[src/rtl/plad_pkg.sv]
// Shared types for the port-size adapter.
// Assumes a 32-bit internal data bus split into four byte lanes.
package plad_pkg;
    localparam int LANES = 4;

    typedef enum logic [1:0] {
        PW_X8  = 2'd0,
        PW_X16 = 2'd1,
        PW_X32 = 2'd2
    } port_width_e;

    // Decoded port description: width, lane (byte index for x8, half index
    // in bit 0 for x16), address shift and index of the final beat.
    typedef struct packed {
        port_width_e width;
        logic [1:0]  lane;
        logic [1:0]  shamt;
        logic [1:0]  last_beat;
    } port_cfg_t;

    typedef enum logic [1:0] {
        SQ_IDLE = 2'd0,
        SQ_BEAT = 2'd1,
        SQ_DONE = 2'd2
    } seq_state_e;
endpackage

[src/rtl/plad_cfg_decode.sv]
// Decodes the 3-bit port size code and the unshifted flag into a port
// description. Purely combinational; assumes the codes listed in the brief.
module plad_cfg_decode
    import plad_pkg::*;
(
    input  logic [2:0] size_code,
    input  logic       unshift,
    output port_cfg_t  cfg
);
    // Map the size code onto width, placement, shift and beat count.
    always_comb begin
        cfg.width     = PW_X8;
        cfg.lane      = 2'd0;
        cfg.shamt     = 2'd0;
        cfg.last_beat = 2'd3;
        if (size_code[2]) begin
            cfg.lane = size_code[1:0];
        end else begin
            case (size_code[1:0])
                2'b01, 2'b10: begin
                    cfg.width     = PW_X16;
                    cfg.lane      = {1'b0, size_code[1]};
                    cfg.shamt     = unshift ? 2'd0 : 2'd1;
                    cfg.last_beat = 2'd1;
                end
                2'b11: begin
                    cfg.width     = PW_X32;
                    cfg.shamt     = unshift ? 2'd0 : 2'd2;
                    cfg.last_beat = 2'd0;
                end
                default: ;
            endcase
        end
    end
endmodule

[src/rtl/plad_beat_seq.sv]
// Beat sequencer: on start it runs beats 0..last_beat, one per cycle,
// then spends one cycle in a done state. Assumes the external side
// completes every beat in a single cycle.
module plad_beat_seq
    import plad_pkg::*;
(
    input  logic       clk,
    input  logic       rst_n,
    input  logic       start,
    input  logic [1:0] last_beat,
    output logic       idle,
    output logic       busy,
    output logic       done,
    output logic [1:0] beat
);
    seq_state_e state;

    // Advance state and beat index.
    always_ff @(posedge clk) begin
        if (!rst_n) begin
            state <= SQ_IDLE;
            beat  <= 2'd0;
        end else begin
            case (state)
                SQ_IDLE: if (start) begin
                    state <= SQ_BEAT;
                    beat  <= 2'd0;
                end
                SQ_BEAT: if (beat == last_beat) begin
                    state <= SQ_DONE;
                end else begin
                    beat <= beat + 2'd1;
                end
                default: state <= SQ_IDLE;
            endcase
        end
    end

    // Decode state flags.
    always_comb begin
        idle = (state == SQ_IDLE);
        busy = (state == SQ_BEAT);
        done = (state == SQ_DONE);
    end
endmodule

[src/rtl/plad_addr_map.sv]
// Forms the external address of a beat: word base plus the beat's byte
// step, shifted right by the decoded amount.
module plad_addr_map
    import plad_pkg::*;
#(
    parameter int ADDR_W = 32
) (
    input  logic [ADDR_W-3:0] waddr,
    input  port_width_e       width,
    input  logic [1:0]        shamt,
    input  logic [1:0]        beat,
    output logic [ADDR_W-1:0] ext_addr
);
    logic [1:0]        step;
    logic [ADDR_W-1:0] byte_addr;

    // Byte step of the current beat within the word.
    always_comb begin
        case (width)
            PW_X8:   step = beat;
            PW_X16:  step = {beat[0], 1'b0};
            default: step = 2'd0;
        endcase
        byte_addr = {waddr, step};
        ext_addr  = byte_addr >> shamt;
    end
endmodule

[src/rtl/plad_lane_router.sv]
// Routes internal bytes to external lanes for writes and external lanes
// back to internal bytes for reads, for the current beat.
// Assumes four lanes; unplaced or disabled lanes carry zero on writes.
module plad_lane_router
    import plad_pkg::*;
(
    input  port_cfg_t         cfg,
    input  logic [1:0]        beat,
    input  logic              wr,
    input  logic [8*LANES-1:0] wdata,
    input  logic [LANES-1:0]  be,
    input  logic [8*LANES-1:0] ext_rdata,
    output logic [8*LANES-1:0] ext_wdata,
    output logic [LANES-1:0]  ext_lane_en,
    output logic [8*LANES-1:0] rd_part,
    output logic [LANES-1:0]  rd_mask
);
    for (genvar j = 0; j < LANES; j++) begin : g_out_lane
        localparam logic [1:0] JJ = 2'(j);
        logic       act;
        logic [1:0] src;
        logic       en;

        // Decide whether external lane j is placed and which byte feeds it.
        always_comb begin
            case (cfg.width)
                PW_X8:  begin act = (cfg.lane == JJ);       src = beat;              end
                PW_X16: begin act = (cfg.lane[0] == JJ[1]); src = {beat[0], JJ[0]};  end
                PW_X32: begin act = 1'b1;                   src = JJ;                end
                default: begin act = 1'b0;                  src = 2'd0;              end
            endcase
            en = act & (wr ? be[src] : 1'b1);
        end

        assign ext_lane_en[j]     = en;
        assign ext_wdata[8*j +: 8] = (wr & en) ? wdata[8*src +: 8] : 8'h00;
    end

    for (genvar i = 0; i < LANES; i++) begin : g_in_byte
        localparam logic [1:0] II = 2'(i);
        logic       hit;
        logic [1:0] lane_sel;

        // Decide whether internal byte i arrives in this beat and on which lane.
        always_comb begin
            case (cfg.width)
                PW_X8:  begin hit = (beat == II);       lane_sel = cfg.lane;              end
                PW_X16: begin hit = (beat[0] == II[1]); lane_sel = {cfg.lane[0], II[0]};  end
                PW_X32: begin hit = 1'b1;               lane_sel = II;                    end
                default: begin hit = 1'b0;              lane_sel = 2'd0;                  end
            endcase
        end

        assign rd_mask[i]        = hit;
        assign rd_part[8*i +: 8] = ext_rdata[8*lane_sel +: 8];
    end
endmodule

[src/rtl/port_lane_adapter.sv]
// Top: accepts one 32-bit internal access, captures it with its port
// configuration, runs the external beats and gathers read data.
// Assumes the requester holds req_valid until req_ready and that the
// external device returns read data within each beat cycle.
module port_lane_adapter
    import plad_pkg::*;
#(
    parameter int ADDR_W = 32
) (
    input  logic              clk,
    input  logic              rst_n,
    input  logic              req_valid,
    input  logic              req_write,
    input  logic [ADDR_W-3:0] req_waddr,
    input  logic [31:0]       req_wdata,
    input  logic [3:0]        req_be,
    input  logic [2:0]        cfg_size,
    input  logic              cfg_unshift,
    output logic              req_ready,
    output logic [31:0]       rsp_rdata,
    output logic              ext_valid,
    output logic              ext_write,
    output logic [ADDR_W-1:0] ext_addr,
    output logic [3:0]        ext_lane_en,
    output logic [31:0]       ext_wdata,
    input  logic [31:0]       ext_rdata
);
    port_cfg_t         live_cfg;
    port_cfg_t         lat_cfg;
    logic [ADDR_W-3:0] lat_waddr;
    logic [31:0]       lat_wdata;
    logic [3:0]        lat_be;
    logic              lat_write;
    logic [31:0]       collect;
    logic              seq_idle, seq_busy, seq_done, start;
    logic [1:0]        beat;
    logic [31:0]       route_wdata, rd_part;
    logic [3:0]        route_en, rd_mask;

    plad_cfg_decode u_dec (
        .size_code (cfg_size),
        .unshift   (cfg_unshift),
        .cfg       (live_cfg)
    );

    assign start = req_valid & seq_idle;

    // Capture the request and its decoded configuration on acceptance.
    always_ff @(posedge clk) begin
        if (!rst_n) begin
            lat_cfg   <= '0;
            lat_waddr <= '0;
            lat_wdata <= '0;
            lat_be    <= '0;
            lat_write <= 1'b0;
        end else if (start) begin
            lat_cfg   <= live_cfg;
            lat_waddr <= req_waddr;
            lat_wdata <= req_wdata;
            lat_be    <= req_be;
            lat_write <= req_write;
        end
    end

    plad_beat_seq u_seq (
        .clk       (clk),
        .rst_n     (rst_n),
        .start     (start),
        .last_beat (lat_cfg.last_beat),
        .idle      (seq_idle),
        .busy      (seq_busy),
        .done      (seq_done),
        .beat      (beat)
    );

    plad_addr_map #(.ADDR_W(ADDR_W)) u_addr (
        .waddr    (lat_waddr),
        .width    (lat_cfg.width),
        .shamt    (lat_cfg.shamt),
        .beat     (beat),
        .ext_addr (ext_addr)
    );

    plad_lane_router u_route (
        .cfg         (lat_cfg),
        .beat        (beat),
        .wr          (lat_write),
        .wdata       (lat_wdata),
        .be          (lat_be),
        .ext_rdata   (ext_rdata),
        .ext_wdata   (route_wdata),
        .ext_lane_en (route_en),
        .rd_part     (rd_part),
        .rd_mask     (rd_mask)
    );

    // Gather read bytes beat by beat into the internal word.
    always_ff @(posedge clk) begin
        if (!rst_n) begin
            collect <= '0;
        end else if (start) begin
            collect <= '0;
        end else if (seq_busy && !lat_write) begin
            for (int i = 0; i < LANES; i++) begin
                if (rd_mask[i]) collect[8*i +: 8] <= rd_part[8*i +: 8];
            end
        end
    end

    // Drive the external beat and internal completion outputs.
    always_comb begin
        ext_valid   = seq_busy;
        ext_write   = seq_busy & lat_write;
        ext_lane_en = seq_busy ? route_en : 4'h0;
        ext_wdata   = seq_busy ? route_wdata : 32'h0;
        req_ready   = seq_done;
        rsp_rdata   = collect;
    end
endmodule

[config.mk]
export PLATFORM = sky130hd
export DESIGN_NAME = port_lane_adapter
export DESIGN_NICKNAME = d
export VERILOG_FILES = /design/src/rtl/plad_pkg.sv /design/src/rtl/plad_cfg_decode.sv /design/src/rtl/plad_beat_seq.sv /design/src/rtl/plad_addr_map.sv /design/src/rtl/plad_lane_router.sv /design/src/rtl/port_lane_adapter.sv
export SDC_FILE = /design/constraint.sdc
export NUM_CORES = 1
export LEC_CHECK = 0
export ABC_AREA = 0
export CAP_MARGIN = 20
export CORE_MARGIN = 2
export CORE_UTILIZATION = 52
export CTS_CLUSTER_DIAMETER = 30
export DETAILED_ROUTE_END_ITERATION = 10
export PLACE_DENSITY = 0.84
export SYNTH_ARGS = -nofsm -noshare
export SYNTH_HDL_FRONTEND = slang
export SYNTH_SLANG_ARGS = --single-unit
[constraint.sdc]
create_clock -name clk -period 5.8 [get_ports clk]
set_input_delay 0.87 -clock clk [delete_from_list [all_inputs] [get_ports clk]]
set_output_delay 0.87 -clock clk [all_outputs]
set_load 0.02 [all_outputs]
==> out/results.ini, run 1 <==
[clocking]
cts.reportedPaths.clkPinSlew_ps = 70
cts_setup_buffers = 0
cts_resized = 0
cts_hold_buffers = 0
cts_tree = built
numCtsBuffers = 9
insertion_delay_ps = 360
clock_sinks = 111
cts_root_buffer = clkbuf_16
cts_max_path_buffers = 2
h-tree-depth = 3

[placement]
place_congestion = 0.970
dp_hpwl_um = 14500
place.port_buffers = 208

[timing]
max_freq_mhz = 223
setup_viol = 0
drv_slew = 0
finalClockSkew_ps = 6.57
fin_setup_tns_ps = 0
worst_pin_slew_ps = 1040
maxSlewHeadroom_pct = 30.6
finalCritPeriodShare_pct = 77.2
finalHoldViolCount = 0
rsz0062_at_grt = no
layout_min_cycle_time_ps = 4480

[floorplan]
io-pin-count = 209
initial_core_util_pct = 52.9
fp.dieW_um = 120
core_region_area_sq_mm = 0.0132
die-area_sq_mm = 0.0144
row_count = 42
die_h_um = 120

[cells_and_area]
fillers = 1052
final_nets = 1062
antenna_cells = 0
final_util_pct = 70.5
drive_above_1_share_pct = 11.1
multi_input_area_sq_mm = 0.00441
area.sequential_sq_mm = 0.00222
syn_to_final_growth_pct = 33.3

[synth]
synthTopCellsByCount = nand2_1 (201), dfxtp_1 (111), a21boi_0 (72), mux2i_1 (72), nor2_1 (49)
synth_warnings = 0
ys_ff_latch = 111
synth.most_common_cell = nand2_1
synth_nets = 891
synth_area_sq_mm = 0.00698
seq_area_frac_synth_pct = 31.9
synth_edf_count = 0
async_flop_share_pct = 0
synth_top_area_share_pct = 31.9
yosysTopAreaCell = dfxtp_1
synth_cells = 772
ys_top_cells_by_area = dfxtp_1 (32%), nand2_1 (11%), mux2i_1 (10%)
ys.flop_type = dfxtp_1
yosysUniqueCellTypes = 57
synth_area_per_cell_sq_um = 9.04

[flow_run]
cap_violations = 0

[grt]
grt_pass1_vias = 5916
grt-ovfl-total = 0
grt_max_degree = 81
grt_usage_pct = 27.4
grt_pass1_wl_um = 31200
grt_antenna_before_repair = 0

[power]
cellLeakagePower_nw = 3.52
p_per_area_mw_per_mm2 = 212
ir_worst_vdd_uv = 170

[setup_path]
cp-end-kind = primary output
crit_fanout = 18
start_kind = register
worstSetupPathType = register to primary output
worstPathArrival_ps = 3610
required_ps = 4930

[routing]
drtPass1Iterations = 5
wl_per_cell_um = 17.7
vias = 6337
drt_wl_total_um = 19900
dr_wl_met2_um = 9400
ant_nets = 0
met3_length_um = 1610
maxUsedRoutingLayer = met4
drt-initial-drc-count = 501
via_per_inst = 5.64
met1_length_um = 8490
drc = 0

[hold_path]
holdCritPathClass = register to register

[status]
outcome = finished, final reports clean

cell families after synthesis:
logic type / after synthesis / share of synthesized area [%]
AOI/OAI and AO/OA: 176 / 21.0
xor gates and xnor gates: 2 / 0.251
adders and majority gates: 13 / 2.33
buffers and inverters: 64 / 4.90
DFF: 111 / 31.9
muxes: 115 / 21.3
and+or+nand+nor: 291 / 18.3
flip-flops by register name (all words and copies together), names as in the netlist:
register,flops
lat_be,4
u_seq.state,2
u_seq.beat,2
lat_write,1
lat_cfg,8
lat_waddr,30
rsp_rdata,32
lat_wdata,32
cells in the final DEF, fill, tap and decap left out, drive strengths merged, types with 11 or more instances in the layout:
cell / n
clkbuf: 11
a21oi: 22
mux2i: 73
mux4: 25
nor2: 52
a211oi: 34
inv: 14
clkdlybuf4s50: 207
nand2: 205
dfxtp: 111
mux2: 17
a21boi: 72
a32o: 24
ha: 13
worst max-delay path, cell delays in order (launching register included):
cell and delay, ps:
dfxtp_1 350, inv_1 110, ha_1 510, nor2_1 110, o21ai_2 650, mux2i_1 350, nand3_2 210, a211oi_1 300
clkdlybuf4s50_1 660
area by class of cell:
cell class / count / area share [%]
inverter: 10 / 0.404
clock buffer: 11 / 2.50
timing repair buffer: 214 / 22.8
sequential: 111 / 23.9
tap: 176 / 2.37
clock inverter: 5 / 0.525
multi-input combinational: 597 / 47.5
worst paths after layout:
kind | startpoint | end | slack [ps] | depth (start not counted)
setup reg to reg | lat_cfg[6] | rsp_rdata[24] | 3320 | 6
setup / recovery | lat_cfg[6] | ext_wdata[4] | 1320 | 8
hold reg to reg | rsp_rdata[12] | rsp_rdata[12] | 470 | 1
hold / removal | rsp_rdata[12] | rsp_rdata[12] | 470 | 1
layer usage:
| layer | up-vias | track usage [%] |
|---|---|---|
| li1 | 3090 | - |
| met3 | 25 | 9.70 |
| met5 | - | 0 |
| met4 | 0 | 6.84 |
| met1 | 3010 | 35.8 |
| met2 | 212 | 43.5 |
metrics by stage:
step                power (W)  cells  setup slack, ps  hold WS [ps]  area (sq um)
floorplan             0.00119    772             2820           451          6980
global placement      0.00137   1108             1840           448          9020
detailed placement    0.00137   1108             1770           455          9020
CTS                   0.00199   1124             1380           469          9300
global route          0.00207   1124             1100           484          9300
finish                0.00197   1124             1320           468          9300
power breakdown:
part           total (W)  switching, W  internal (W)
clock network   0.000612      0.000309      0.000303
logic           0.000514      0.000273      0.000241
registers       0.000848     0.0000437      0.000804
total            0.00197      0.000626       0.00135
Power figures use the tool's default switching activity.
==> run 2, diff against run 1 <==
CORE_UTILIZATION = 48   (was 52)
PLACE_DENSITY = 0.78   (was 0.84)
clock period = 4.4 ns   (was 5.8 ns; I/O delays follow)
==> run 2 against run 1 <==
  * Combinational power rose by 32%
  * Clock power rose by 33%
  * Highest routed layer unchanged
  * Core utilization fell by 5.5 points
  * Via count barely moved
  * Flip-flop and latch count did not move
  * Register-to-register slack got worse by 1400 ps
  * Final area rose by 0.51%
  * Global-route usage fell by 2.4 points
==> out/results.ini, run 2 (synthesis gave the netlist of run 1 again) <==
[status]
outcome = finished, final reports clean

[clocking]
cts.reportedPaths.clkPinSlew_ps = 80  ; about the same
numCtsBuffers = 9  ; unchanged
cts_hold_buffers = 0  ; unchanged
cts_tree = built
h-tree-depth = 3  ; unchanged
cts_setup_buffers = 0  ; unchanged
cts_root_buffer = clkbuf_16
clock_sinks = 111  ; unchanged
cts_max_path_buffers = 2  ; unchanged
cts_resized = 0  ; unchanged
insertion_delay_ps = 360  ; about the same

[placement]
place_congestion = 0.872  ; -10%
place.port_buffers = 208  ; unchanged
placed_cells = 1117  ; +0.81%
place_area_sq_mm = 0.00903  ; +0.19%
dp_hpwl_um = 14900  ; +2.6%

[timing]
maxSlewHeadroom_pct = 30.1  ; -0.56 points
worst_pin_slew_ps = 1050  ; +8.33 ps
fin_setup_tns_ps = 0  ; unchanged
finalClockSkew_ps = 8.49  ; +1.92 ps
max_freq_mhz = 255
rsz0062_at_grt = no
whs_ps = 470  ; +2.40 ps
drv_slew = 0  ; unchanged
finalCritPeriodShare_pct = 89.1
finalHoldViolCount = 0  ; unchanged
layout_min_cycle_time_ps = 3920
setup_viol = 0  ; unchanged

[hold_path]
holdCritPathClass = register to register

[grt]
grt_pass1_vias = 5852  ; -1.1%
grt_antenna_before_repair = 0  ; unchanged
grt_pass1_wl_um = 31400  ; +0.91%
grt_max_degree = 77  ; -4.9%
grt_usage_pct = 25.0  ; -2.4 points
grt-ovfl-total = 0  ; unchanged

[routing]
via_per_inst = 5.59  ; -0.83%
ant_nets = 0  ; unchanged
wl_per_cell_um = 17.7  ; about the same
drtPass1Iterations = 5  ; unchanged
drc = 0  ; unchanged
drt_wl_total_um = 20100  ; +0.88%
drt-initial-drc-count = 442  ; -12%
vias = 6340  ; +0.047%

[cells_and_area]
antenna_cells = 0  ; unchanged
final_common_cell = clkdlybuf4s50_1
syn_to_final_growth_pct = 34.0
stdcell_count = 1134  ; +0.89%
final_area_sq_mm = 0.00935  ; +0.51%
final_cell_mix = clkdlybuf4s50_1 (207), nand2_1 (201), dfxtp_1 (110), mux2i_1 (72), a21boi_0 (72)
final_nets = 1064  ; +0.19%
drive_above_1_share_pct = 11.5  ; +0.40 points

[floorplan]
die-area_sq_mm = 0.0155  ; +8.1%
core_region_area_sq_mm = 0.0144  ; +8.9%
row_count = 44  ; +4.8%
die_h_um = 125  ; +3.9%
fp.dieW_um = 125  ; +3.9%
io-pin-count = 209  ; unchanged
initial_core_util_pct = 48.5  ; -4.3 points

[setup_path]
worstSetupPathType = register to primary output
worstPathArrival_ps = 3260  ; -350 ps
cp-end-kind = primary output
crit_fanout = 21  ; +3
required_ps = 3740  ; -1190 ps
reg2reg_slack_ps = 1870  ; -1450 ps
start_kind = register

[flow_run]
cap_violations = 0  ; unchanged

[power]
cellLeakagePower_nw = 3.53  ; +0.49%
p_per_area_mw_per_mm2 = 279  ; +32%
ir_worst_vdd_uv = 195  ; +15%

==> run 2: path summary, 6_finish.rpt <==
kind / startpoint / to / cells after the start
hold reg to reg: rsp_rdata[12] / rsp_rdata[12] / 1
setup / recovery: lat_cfg[6] / ext_wdata[28] / 6
hold / removal: rsp_rdata[12] / rsp_rdata[12] / 1
setup reg to reg: lat_cfg[6] / rsp_rdata[26] / 7
==> run 2: stage by stage <==
step / util, % / worst slack (ps) / total power (W)
6_report: 65.0 / 481 / 0.00261
4_1_cts: 64.9 / 483 / 0.00263
3_5_place_dp: 62.9 / 870 / 0.00181
2_1_floorplan: - / 1630 / 0.00156
3_3_place_gp: 62.9 / 972 / 0.00181
5_1_grt: 65.0 / 289 / 0.00273
==> run 2: cell type report <==
cell class / count / area (sq um)
Multi-Input combinational cell: 597 / 4410
Sequential cell: 111 / 2220
Clock inverter: 6 / 52.6
Fill cell: 1237 / 5020
Tap cell: 184 / 230
Inverter: 10 / 37.5
Clock buffer: 10 / 239
Timing Repair Buffer: 216 / 2150
==> run 2: per-layer routing <==
metal,up-vias,GRT usage [%],routed length (um)
met3,31,4.38,1110
met1,2991,35.3,9350
met4,0,8.20,495
li1,3101,-,-
met5,-,0,0
met2,217,38.9,9110
==> run 2: worst max-delay path, stage by stage (launching register included) <==
cell	delay, ps
dfxtp_1	380
ha_1	880
o21ai_0	330
nand3_1	210
nand3_2	190
a211oi_1	250
clkdlybuf4s50_1	650
==> run 2: power by group <==
part | internal (W) | switching, W
logic | 0.000320 | 0.000361
clock network | 0.000409 | 0.000403
registers | 0.00106 | 0.0000579
==> run 3, diff against run 2 <==
==> constraint.sdc (replaced) <==
create_clock -name clk -period 4.4 [get_ports clk]
set_input_delay 0.88 -clock clk [delete_from_list [all_inputs] [get_ports clk]]
set_output_delay 0.88 -clock clk [all_outputs]
set_load 0.02 [all_outputs]
==> run 3 against run 2 <==
  * First-iteration DRC count grew 11%
  * Flip-flop and latch count is the same
  * Cell count is essentially flat
  * Sequential power is essentially flat
  * Critical path type unchanged
  * Highest routed layer unchanged
==> out/results.ini, run 3 (synthesis gave the netlist of run 1 again) <==
[power]
ir_worst_vdd_uv = 204  ; +4.4%
p_per_area_mw_per_mm2 = 288  ; +3.0%
cellLeakagePower_nw = 3.55  ; +0.31%

[hold_path]
holdCritPathClass = register to register

[setup_path]
worstPathArrival_ps = 3200  ; -60 ps
reg2reg_slack_ps = 1900  ; +30 ps
cp-end-kind = primary output
required_ps = 3520  ; -220 ps
worstSetupPathType = register to primary output
crit_fanout = 21  ; unchanged
start_kind = register

[flow_run]
cap_violations = 0  ; unchanged

[routing]
drt_wl_total_um = 20100  ; about the same
via_per_inst = 5.67  ; +1.5%
drtPass1Iterations = 5  ; unchanged
wl_per_cell_um = 17.7  ; +0.14%
ant_nets = 0  ; unchanged
vias = 6429  ; +1.4%
drt-initial-drc-count = 490  ; +11%
drc = 0  ; unchanged

[floorplan]
die-area_sq_mm = 0.0155  ; unchanged
initial_core_util_pct = 48.5  ; unchanged
row_count = 44  ; unchanged
die_h_um = 125  ; unchanged
core_region_area_sq_mm = 0.0144  ; unchanged
fp.dieW_um = 125  ; unchanged
io-pin-count = 209  ; unchanged

[placement]
place_congestion = 0.912  ; +4.5%
place.port_buffers = 208  ; unchanged
dp_hpwl_um = 14800  ; -0.42%
place_area_sq_mm = 0.00904  ; about the same

[cells_and_area]
final_area_sq_mm = 0.00936  ; +0.17%
drive_above_1_share_pct = 11.3  ; -0.20 points
fillers = 1202  ; -2.8%
final_common_cell = clkdlybuf4s50_1
final_nets = 1064  ; unchanged
syn_to_final_growth_pct = 34.2
final_util_pct = 65.2  ; +0.11 points
final_cell_mix = clkdlybuf4s50_1 (207), nand2_1 (201), dfxtp_1 (110), mux2i_1 (72), a21boi_0 (72)
antenna_cells = 0  ; unchanged

[clocking]
cts_hold_buffers = 0  ; unchanged
cts_max_path_buffers = 2  ; unchanged
clock_sinks = 111  ; unchanged
cts_tree = built
cts_root_buffer = clkbuf_16
cts_resized = 0  ; unchanged
cts.reportedPaths.clkPinSlew_ps = 70  ; about the same
cts_setup_buffers = 0  ; unchanged
insertion_delay_ps = 360  ; about the same
numCtsBuffers = 9  ; unchanged
h-tree-depth = 3  ; unchanged

[grt]
grt_usage_pct = 25.0  ; +0.050 points
grt_max_degree = 77  ; unchanged
grt_pass1_wl_um = 31400  ; about the same
grt_antenna_before_repair = 0  ; unchanged
grt_pass1_vias = 5771  ; -1.4%
grt-ovfl-total = 0  ; unchanged

[timing]
max_freq_mhz = 245  ; -4.0%
fin_setup_tns_ps = 0  ; unchanged
layout_min_cycle_time_ps = 4080  ; +164 ps
finalClockSkew_ps = 6.15  ; -2.33 ps
finalHoldViolCount = 0  ; unchanged
finalCritPeriodShare_pct = 92.8  ; +3.7 points
rsz0062_at_grt = no
setup_viol = 0  ; unchanged
drv_slew = 0  ; unchanged
whs_ps = 468  ; -2.00 ps
worst_pin_slew_ps = 1050  ; -3.55 ps
maxSlewHeadroom_pct = 30.3  ; +0.24 points

[status]
outcome = finished, final reports clean

==> run 3: changes by cell type in the layout (fill, tap and decap cells not counted), sizes merged <==
cell / previous run / this run
bufinv: 0 / 2
inv: 12 / 11
clkinvlp: 1 / 0
clkbuf: 10 / 11
clkinv: 3 / 1
==> run 3: path summary, 6_finish.rpt <==
kind,end,startpoint,cells past startpoint
worst max-delay path,ext_wdata[9],lat_cfg[6],6
worst min-delay path,rsp_rdata[27],rsp_rdata[27],1
worst max register to register,rsp_rdata[26],lat_cfg[6],7
worst min register to register,rsp_rdata[27],rsp_rdata[27],1
==> run 3: power breakdown <==
group	internal [W]	switching, W
logic	0.000319	0.000360
clock network	0.000515	0.000380
registers	0.00106	0.0000590
==> run 3: layout make-up <==
cell class                 instances  area (sq um)  share of cell area [%]
clock buffer                      11           243                    2.59
clock inverter                     4          77.6                   0.829
inverter                          10          37.5                   0.401
multi-input combinational        597          4410                    47.1
sequential                       111          2220                    23.8
tap                              184           230                    2.46
timing repair buffer             216          2140                    22.8
==> run 3: metal layers <==
layer | part of all wire (%) | GRT usage, %
met1 | 46 | 35.7
met2 | 45 | 38.8
met3 | 6.7 | 3.74
met4 | 2.4 | 8.59
met5 | 0 | 0
==> run 3: critical path, cell delays in order (launching register included) <==
cell	delay, ps
dfxtp_1	380
ha_1	870
a21oi_2	320
nand3_2	210
nand3_4	120
a211oi_1	250
clkdlybuf4s50_1	680
==> run 3: stage by stage <==
step                      setup slack (ps)  power [W]  std cells
final                                  317    0.00269       1133
after global routing                  90.3    0.00280       1133
after CTS                              313    0.00271       1133
after detailed placement               704    0.00181       1118
after global placement                 784    0.00181       1118
after floorplan                       1410    0.00156        772
